[src/rtl/pfd_pkg.sv]
package pfd_pkg;
  typedef struct packed {
    logic setRef;
    logic setVco;
    logic clrBoth;
  } pfdStrobe_t;
endpackage

[src/rtl/pfd_ctrl.sv]
module pfd_ctrl
  import pfd_pkg::*;
#(
  parameter int AB_UNIT = 1,
  parameter int ABSEL_W = 2
) (
  input  logic               clk,
  input  logic               rstN,
  input  logic               refPulse,
  input  logic               vcoPulse,
  input  logic               standby,
  input  logic [ABSEL_W-1:0] abwCode,
  input  logic               refHeld,
  input  logic               vcoHeld,
  output pfdStrobe_t         strobe
);
  localparam int NUM_AB = 1 << ABSEL_W;
  localparam int MAX_W  = AB_UNIT << (NUM_AB - 1);
  localparam int CNT_W  = $clog2(MAX_W + 1);
  localparam logic [CNT_W-1:0] ONE = CNT_W'(1);

  logic [CNT_W-1:0] widthTab [NUM_AB];
  logic [CNT_W-1:0] abCnt;
  logic refPrev, vcoPrev;
  logic bothHeld, lastCycle;

  // overlap length per code, doubling with each step
  for (genvar i = 0; i < NUM_AB; i++) begin : g_width
    assign widthTab[i] = CNT_W'(AB_UNIT << i);
  end

  assign bothHeld  = refHeld & vcoHeld;
  assign lastCycle = bothHeld && (abCnt == widthTab[abwCode] - ONE);

  always_ff @(posedge clk) begin
    if (!rstN) begin
      refPrev <= 1'b0;
      vcoPrev <= 1'b0;
      abCnt   <= '0;
    end else begin
      refPrev <= refPulse;
      vcoPrev <= vcoPulse;
      if (standby || !bothHeld || lastCycle) abCnt <= '0;
      else                                   abCnt <= abCnt + ONE;
    end
  end

  always_comb begin
    strobe.setRef  = refPulse & ~refPrev & ~standby;
    strobe.setVco  = vcoPulse & ~vcoPrev & ~standby;
    strobe.clrBoth = lastCycle;
  end
endmodule

[src/rtl/pfd_datapath.sv]
module pfd_datapath
  import pfd_pkg::*;
#(
  parameter int ABSEL_W = 2,
  parameter int CUR_W   = 3
) (
  input  logic               clk,
  input  logic               rstN,
  input  pfdStrobe_t         strobe,
  input  logic               standby,
  input  logic               swapPol,
  input  logic [ABSEL_W-1:0] abwCode,
  input  logic [CUR_W-1:0]   currentCode,
  output logic               refHeld,
  output logic               vcoHeld,
  output logic               pumpUp,
  output logic               pumpDown,
  output logic               lockDet,
  output logic [CUR_W-1:0]   currentOut
);
  localparam logic [ABSEL_W-1:0] FULL_CODE = '1;

  logic singleHeld, overlapShown;

  always_ff @(posedge clk) begin
    if (!rstN) begin
      refHeld    <= 1'b0;
      vcoHeld    <= 1'b0;
      currentOut <= '0;
    end else begin
      currentOut <= currentCode;
      if (standby) begin
        refHeld <= 1'b0;
        vcoHeld <= 1'b0;
      end else begin
        refHeld <= (refHeld & ~strobe.clrBoth) | strobe.setRef;
        vcoHeld <= (vcoHeld & ~strobe.clrBoth) | strobe.setVco;
      end
    end
  end

  assign singleHeld   = refHeld ^ vcoHeld;
  assign overlapShown = refHeld & vcoHeld & (abwCode == FULL_CODE);

  always_comb begin
    pumpUp   = ~standby & (swapPol ? vcoHeld : refHeld);
    pumpDown = ~standby & (swapPol ? refHeld : vcoHeld);
    lockDet  = standby | ~(singleHeld | overlapShown);
  end
endmodule

[src/rtl/pfd_antibacklash.sv]
module pfd_antibacklash
  import pfd_pkg::*;
#(
  parameter int AB_UNIT = 1,
  parameter int ABSEL_W = 2,
  parameter int CUR_W   = 3
) (
  input  logic               clk,
  input  logic               rstN,
  input  logic               refPulse,
  input  logic               vcoPulse,
  input  logic               swapPol,
  input  logic [ABSEL_W-1:0] abwCode,
  input  logic               standby,
  input  logic [CUR_W-1:0]   currentCode,
  output logic               pumpUp,
  output logic               pumpDown,
  output logic               lockDet,
  output logic [CUR_W-1:0]   currentOut
);
  pfdStrobe_t strobe;
  logic refHeld, vcoHeld;

  pfd_ctrl #(.AB_UNIT(AB_UNIT), .ABSEL_W(ABSEL_W)) u_ctrl (
    .clk(clk), .rstN(rstN), .refPulse(refPulse), .vcoPulse(vcoPulse),
    .standby(standby), .abwCode(abwCode), .refHeld(refHeld),
    .vcoHeld(vcoHeld), .strobe(strobe)
  );

  pfd_datapath #(.ABSEL_W(ABSEL_W), .CUR_W(CUR_W)) u_dp (
    .clk(clk), .rstN(rstN), .strobe(strobe), .standby(standby),
    .swapPol(swapPol), .abwCode(abwCode), .currentCode(currentCode),
    .refHeld(refHeld), .vcoHeld(vcoHeld), .pumpUp(pumpUp),
    .pumpDown(pumpDown), .lockDet(lockDet), .currentOut(currentOut)
  );
endmodule

[config.mk]
export PLATFORM = sky130hd
export DESIGN_NAME = pfd_antibacklash
export DESIGN_NICKNAME = d
export VERILOG_FILES = /design/src/rtl/pfd_pkg.sv /design/src/rtl/pfd_ctrl.sv /design/src/rtl/pfd_datapath.sv /design/src/rtl/pfd_antibacklash.sv
export SDC_FILE = /design/constraint.sdc
export NUM_CORES = 1
export LEC_CHECK = 0
export CAP_MARGIN = 40
export CORE_AREA = 2 2 39 41
export DETAILED_ROUTE_END_ITERATION = 8
export DIE_AREA = 0 0 41 43
export PLACE_DENSITY = 0.66
export SLEW_MARGIN = 20
export SYNTH_ARGS = -nofsm -noshare
export SYNTH_HDL_FRONTEND = slang
export SYNTH_SLANG_ARGS = --single-unit
[constraint.sdc]
create_clock -name clk -period 1.41 [get_ports clk]
set_clock_uncertainty 0.05 [all_clocks]
set_input_delay 0.3525 -clock clk [delete_from_list [all_inputs] [get_ports clk]]
set_output_delay 0.3525 -clock clk [all_outputs]
set_load 0.01 [all_outputs]
==> impl_metrics.yaml, run 1 <==
status:
  status: "finished, violations left"
  violations: "negative setup slack"
detailed_routing:
  ant_nets: 0
  first_pass_iters: 4
  avgRoutedWirePerCell_um: 9.76
  wl_um: 908
  num_vias: 444
  drc: 0
  via_per_inst: 4.77
  first_iter_violations: 9
setup_path:
  ff2ff_setup_slack_ns: 0.19
  max_stage_delay_ns: 0.34
  cp.arrival_ns: 1.23
  critical_path.cell_chain: "ha_4, a31oi_1, or2_4, buf_6"
  ff2ff_path_depth: 4
  cp.required_ns: 1.01
  worst-path-stages: 4
  crit_buf_inv: 1
  start_kind: "flop"
  crit_fanout: 2
  critical-path-top-delay-family: "flip-flops"
  cp-end-kind: "output port"
  critical_path_class: "reg2out"
  slowest_stage: "dfxtp_2"
clock_network:
  htree_levels: 1
  cts_resized: 24
  cts.clk_slew.worst_paths_ns: 0.07
  worstSkewPairLatency_ns: 0.27
  clockRootBuffer: "clkbuf_4"
  cts_setup_buffers: 0
  numClockSinks: 11
  clock_path_buffers: 2
  cts_tree: "built"
  postCtsHoldBufs: 0
  cts_buffers: 3
die:
  initial_utilization_pct: 34.7
  fp.dieW_um: 41
  die_y_um: 43
  row_count: 14
  fp.dieArea_mm2: 0.00176
  core-area_mm2: 0.00138
  ios: 17
cells_and_area:
  area_growth_pct: 57.0
  antennaDiodeCount: 0
  final_cell_mix: "9 x dfxtp_1, 8 x buf_4, 7 x dlygate4sd2_1"
  stdcell_area_um2: 754
  multi_input_area_um2: 283
  drive_above_1_share_pct: 27.3
  regArea_um2: 223
  nets: 91
  nFillCells: 147
  final_common_cell: "dfxtp_1"
  utilization_pct: 54.5
global_route:
  antenna_found_initial: 0
  grt_max_degree: 7
  grt_pass1_vias: 413
  overflow: 0
  grt_pass1_wl_um: 1670
  grt_usage_pct: 14.0
timing:
  hold_violations: 0
  setup_tns_ns: -0.287
  max-slew-margin-rel_pct: 83.6
  rsz0062_at_grt: "true"
  layout_min_cycle_time_ns: 1.63
  period_share_pct: 116
  worstMarginPinSlew_ns: 0.245
  setup_violations: 3
  slew_viol_final: 0
  fin_ws_ns: -0.220
  max_freq_ghz: 0.614
synthesis:
  yosys_warnings: 0
  synth_top_area_share_pct: 45.8
  seq_area_frac_synth_pct: 45.8
  synth_area_leader_cell: "dfxtp_1"
  synth_area_leaders: "dfxtp_1 46%, and2_1 6.5%, nor2b_1 6.5%"
  ys_ff_latch: 11
  ys_types: 21
  syn_inst: 49
  syn-num-nets: 62
  syn_avg_cell_area_um2: 9.81
  syn_area_um2: 480
power_and_ir_drop:
  ir_drop_mv: 0.450
  p_leak_nw: 0.329
  power.density_mw_per_mm2: 832
place:
  routabilityCongestion: 0.600
  dpl_cell_area_um2: 721
  io_buffers: 16
  dp_slack_ns: -0.649
  dpl.hpwl_um: 676
min_path:
  hold_class: "reg2reg"
  whs_path_depth: 3
run:
  maxCapViolCount: 0
## cell usage after synthesis
cell       count
a21oi_1        2
a21oi_2        1
a2bb2oi_1      1
a31oi_1        1
and2_1         5
and3_1         1
dfxtp_1       11
ha_1           2
mux2i_1        2
nand2_1        1
nand3_1        1
nand4b_1       1
nor2_1         3
nor2b_1        5
nor3_1         5
nor3b_2        1
o211ai_2       1
o21ai_0        2
or2_2          1
xnor2_1        1
xor2_1         1
## state kept, by name (all words and copies together), names as in the netlist
| signal | count |
|---|---|
| u_ctrl.refPrev | 1 |
| u_dp.currentOut | 3 |
| u_dp.refHeld | 1 |
| u_ctrl.vcoPrev | 1 |
| u_dp.vcoHeld | 1 |
| u_ctrl.abCnt | 4 |
## tightest hold or removal path, stage by stage (launching register included)
cell     delay (ns)
dfxtp_1        0.31
nor2b_1        0.05
nor2b_1        0.10
a21oi_1        0.07
## logic make-up (layout without fill, tap and decap cells)
group           after synthesis  count (layout)  synth area share [%]
buf+inv                       0              28                     0
fa+ha+maj                     2               2                  5.21
mux                           2               2                  4.17
simple gates                 24              24                  29.4
flops                        11              11                  45.8
compound gates                8               8                  11.7
xor+xnor                      2               2                  3.65
## per-layer routing
metal	routed length, um	GRT usage, %	up-vias	share of wire (%)
li1	-	-	228	-
met4	26	10.0	0	2.9
met5	0	0	-	0
met2	407	20.0	15	45
met1	398	17.5	197	44
met3	76	3.14	4	8.4
## path summary, 6_finish.rpt
check / startpoint / endpoint
worst max register to register: u_ctrl.abCnt[1] / u_dp.vcoHeld
worst min register to register: u_ctrl.refPrev / u_dp.refHeld
worst max-delay path: u_dp.refHeld / lockDet
worst min-delay path: u_ctrl.refPrev / u_dp.refHeld
## power breakdown
group | switching [mW] | internal [mW] | leakage (nW)
Clock | 0.102 | 0.110 | 0.0150
Combinational | 0.0335 | 0.0570 | 0.223
Sequential | 0.00443 | 0.321 | 0.0911
Total | 0.140 | 0.488 | 0.329
## through the flow
step	power, mW	hold WS (ns)	std cells
6_report	0.628	0.505	93
3_5_place_dp	0.427	0.499	89
2_1_floorplan	0.362	0.424	49
3_3_place_gp	0.427	0.493	89
4_1_cts	0.632	0.506	93
5_1_grt	0.669	0.543	93
## cell type report
class,instances,area share (%)
flip-flops and latches,11,29.5
clock buffers,4,3.48
repair buffers,24,26.9
multi-input cells,38,37.5
well taps,16,2.65
No activity file was read; power rests on OpenSTA's default activity.
==> run 2: changes to the inputs <==
--- a/config.mk
+++ b/config.mk
@@ -9,8 +9,9 @@
 export CORE_AREA = 2 2 39 41
 export DETAILED_ROUTE_END_ITERATION = 8
 export DIE_AREA = 0 0 41 43
-export PLACE_DENSITY = 0.66
+export PLACE_DENSITY = 0.69
 export SLEW_MARGIN = 20
 export SYNTH_ARGS = -nofsm -noshare
 export SYNTH_HDL_FRONTEND = slang
+export SYNTH_HIERARCHICAL = 1
 export SYNTH_SLANG_ARGS = --single-unit
==> constraint.sdc (replaced) <==
create_clock -name clk -period 1.41 [get_ports clk]
set_clock_uncertainty 0.05 [all_clocks]
set_input_delay 0.3525 -clock clk [delete_from_list [all_inputs] [get_ports clk]]
set_output_delay 0.3525 -clock clk [all_outputs]
set_load 0.1 [all_outputs]
==> run 2 against run 1 <==
  * The run still ends with negative setup slack left
  * Wire length grew 13%
  * Sequential power is essentially flat
  * Sequential share of layout area shrank 4.2 points
  * Utilization grew 9.3 points
  * Critical endpoint unchanged
  * Largest power group unchanged
==> impl_metrics.yaml, run 2 <==
status:
  status: "finished, violations left"
  violations: "negative setup slack"
cells_and_area:
  regMostFlops: "u_ctrl/abCnt"
  area_growth_pct: 72.6
  drive_above_1_share_pct: 39.0
  nets: 91
  regArea_um2: 224
  utilization_pct: 63.8
  largestRegisters: "u_ctrl/abCnt (4), u_dp/currentOut (3)"
  antennaDiodeCount: 0
  final_common_cell: "dfxtp_1"
  largest_reg_flops: 4
  multi_input_area_um2: 332
  stdcell_area_um2: 883
  final_cell_mix: "8 x dfxtp_1, 6 x clkdlybuf4s50_1, 6 x buf_12, 6 x buf_4, 5 x and2_1"
  nFillCells: 117
synthesis:
  syn_avg_cell_area_um2: 10.0
  seq_area_frac_synth_pct: 43.0
  syn-num-nets: 64
  yosys_warnings: 6
  ys_types: 23
  synth_area_leaders: "dfxtp_1 43%, and2_1 6.1%, ha_1 4.9%"
  synth_top_area_share_pct: 43.0
  syn_area_um2: 512
  async_flop_share_pct: 0
  synth-main-ff-cell: "dfxtp_1"
  yosysMostFrequentCell: "dfxtp_1"
  synth_common_cells: "11 x dfxtp_1, 5 x and2_1, 4 x nor2_1"
  synth_area_leader_cell: "dfxtp_1"
  syn_inst: 51
  synth-edff-count: 0
  ys_ff_latch: 11
place:
  dpl_cell_area_um2: 817
  io_buffers: 16
  routabilityCongestion: 0.735
  dpl.hpwl_um: 803
clock_network:
  cts_buffers: 3
  cts.clk_slew.worst_paths_ns: 0.07
  postCtsHoldBufs: 0
  clockRootBuffer: "clkbuf_4"
  clock_path_buffers: 2
  cts_setup_buffers: 0
  cts_tree: "built"
  htree_levels: 1
  worstSkewPairLatency_ns: 0.26
  numClockSinks: 11
global_route:
  met2_usage_pct: 20.9
  busiest_layer: "met2"
  grt_pass1_wl_um: 1640
  overflow: 0
  grt_use_met3_pct: 1.57
  grt_usage_pct: 13.8
  grtUsageMet1_pct: 17.9
  antenna_found_initial: 0
  grt_max_degree: 7
  grt_pass1_vias: 407
detailed_routing:
  drc: 0
  num_vias: 447
  first_iter_violations: 4
  ant_nets: 0
  avgRoutedWirePerCell_um: 11.1
  via_per_inst: 4.81
  wl_um: 1030
  first_pass_iters: 4
timing:
  max-slew-margin-rel_pct: 82.6
  hold_violations: 0
  fin_ws_ns: -0.281
  max_freq_ghz: 0.591
  rsz0062_at_grt: "true"
  slew_viol_final: 0
  period_share_pct: 120
  layout_min_cycle_time_ns: 1.69
  worstMarginPinSlew_ns: 0.260
  setup_violations: 3
setup_path:
  critical_path_class: "reg2out"
  cp.arrival_ns: 1.29
  cp-end-kind: "output port"
  start_kind: "flop"
  cp.required_ns: 1.01
  crit_fanout: 2
die:
  core-area_mm2: 0.00138
  initial_utilization_pct: 37.0
  fp.dieW_um: 41
  ios: 17
  fp.dieArea_mm2: 0.00176
  row_count: 14
  die_y_um: 43
min_path:
  hold_class: "reg2reg"
power_and_ir_drop:
  p_sw_share_pct: 27.3
  intPower_mw: 0.505
  p_seq_share_pct: 47.0
  share_comb_of_total_power_pct: 23.4
  power.total_mw: 0.695
  p_leak_nw: 0.336
  clkPwrFrac_pct: 29.6
  p_switching_mw: 0.189
  ir_drop_mv: 0.524
  power.density_mw_per_mm2: 787
run:
  maxCapViolCount: 0
run 2: cell count changes after synthesis, moves of 2 or more:
cell / delta
nor3_1: -2
nor3b_1: +3
inv_1: +2
nand2b_1: +3
o21ai_0: -2
nor2b_1: -4
run 2: cells by family (layout without fill, tap and decap cells):
family	Yosys count	count (layout)	synth area share, %
AOI/OAI and AO/OA	6	6	8.31
adders and majority gates	2	2	4.89
buffers and inverters	3	29	2.94
muxes	2	2	3.91
xor gates and xnor gates	2	2	3.42
and+or+nand+nor	25	25	33.5
DFF	11	11	43.0
run 2: critical path, stage by stage (launching register included):
cell and delay (ns):
dfxtp_2 0.33, ha_4 0.25, a31oi_1 0.03, or2_4 0.24
buf_12 0.16
run 2: power groups by stage:
stage / logic [mW] / registers [mW] / clock network [mW]
floorplan: 0.0448 / 0.365 / 0
global placement: 0.156 / 0.333 / 0
CTS: 0.163 / 0.327 / 0.216
global route: 0.171 / 0.327 / 0.239
detailed placement: 0.158 / 0.333 / 0
finish: 0.163 / 0.326 / 0.206
run 2: final cells by class:
type                    instances  share of cell area, %
multi-input cells              37                   37.5
repair buffers                 23                   31.0
flip-flops and latches         11                   25.4
clock buffers                   4                   2.97
well taps                      16                   2.27
inverters                       2                  0.850
run 2: per-stage QoR:
step | TNS (ns) | instances | hold WS, ns | setup WS, ns
after floorplan | -0.0481 | 51 | 0.406 | -0.0481
after global placement | -3.48 | 89 | 0.420 | -0.405
after detailed placement | -3.63 | 89 | 0.422 | -0.424
after CTS | -0.561 | 93 | 0.438 | -0.285
after global routing | -0.693 | 93 | 0.459 | -0.325
final | -0.530 | 93 | 0.431 | -0.281
run 2: path summary, 6_finish.rpt:
kind                endpoint  cells past startpoint            start  slack (ns)
max reg2reg  u_ctrl/abCnt[2]                      5  u_ctrl/abCnt[0]        0.10
max                  lockDet                      4     u_dp/refHeld       -0.28
min             u_dp/refHeld                      3   u_ctrl/refPrev        0.43
min reg2reg     u_dp/refHeld                      3   u_ctrl/refPrev        0.43
run 2: timing repair:
item | 4_1_cts | 5_1_grt
gates resized for setup | 12 | 1
pin swaps | 1 | 0
setup endpoints to repair | 9 | 8
run 2: metal layers:
layer | wire [um] | up-vias
li1 | - | 230
met1 | 467 | 206
met2 | 527 | 11
met3 | 35 | 0
met4 | 0 | 0
met5 | 0 | -
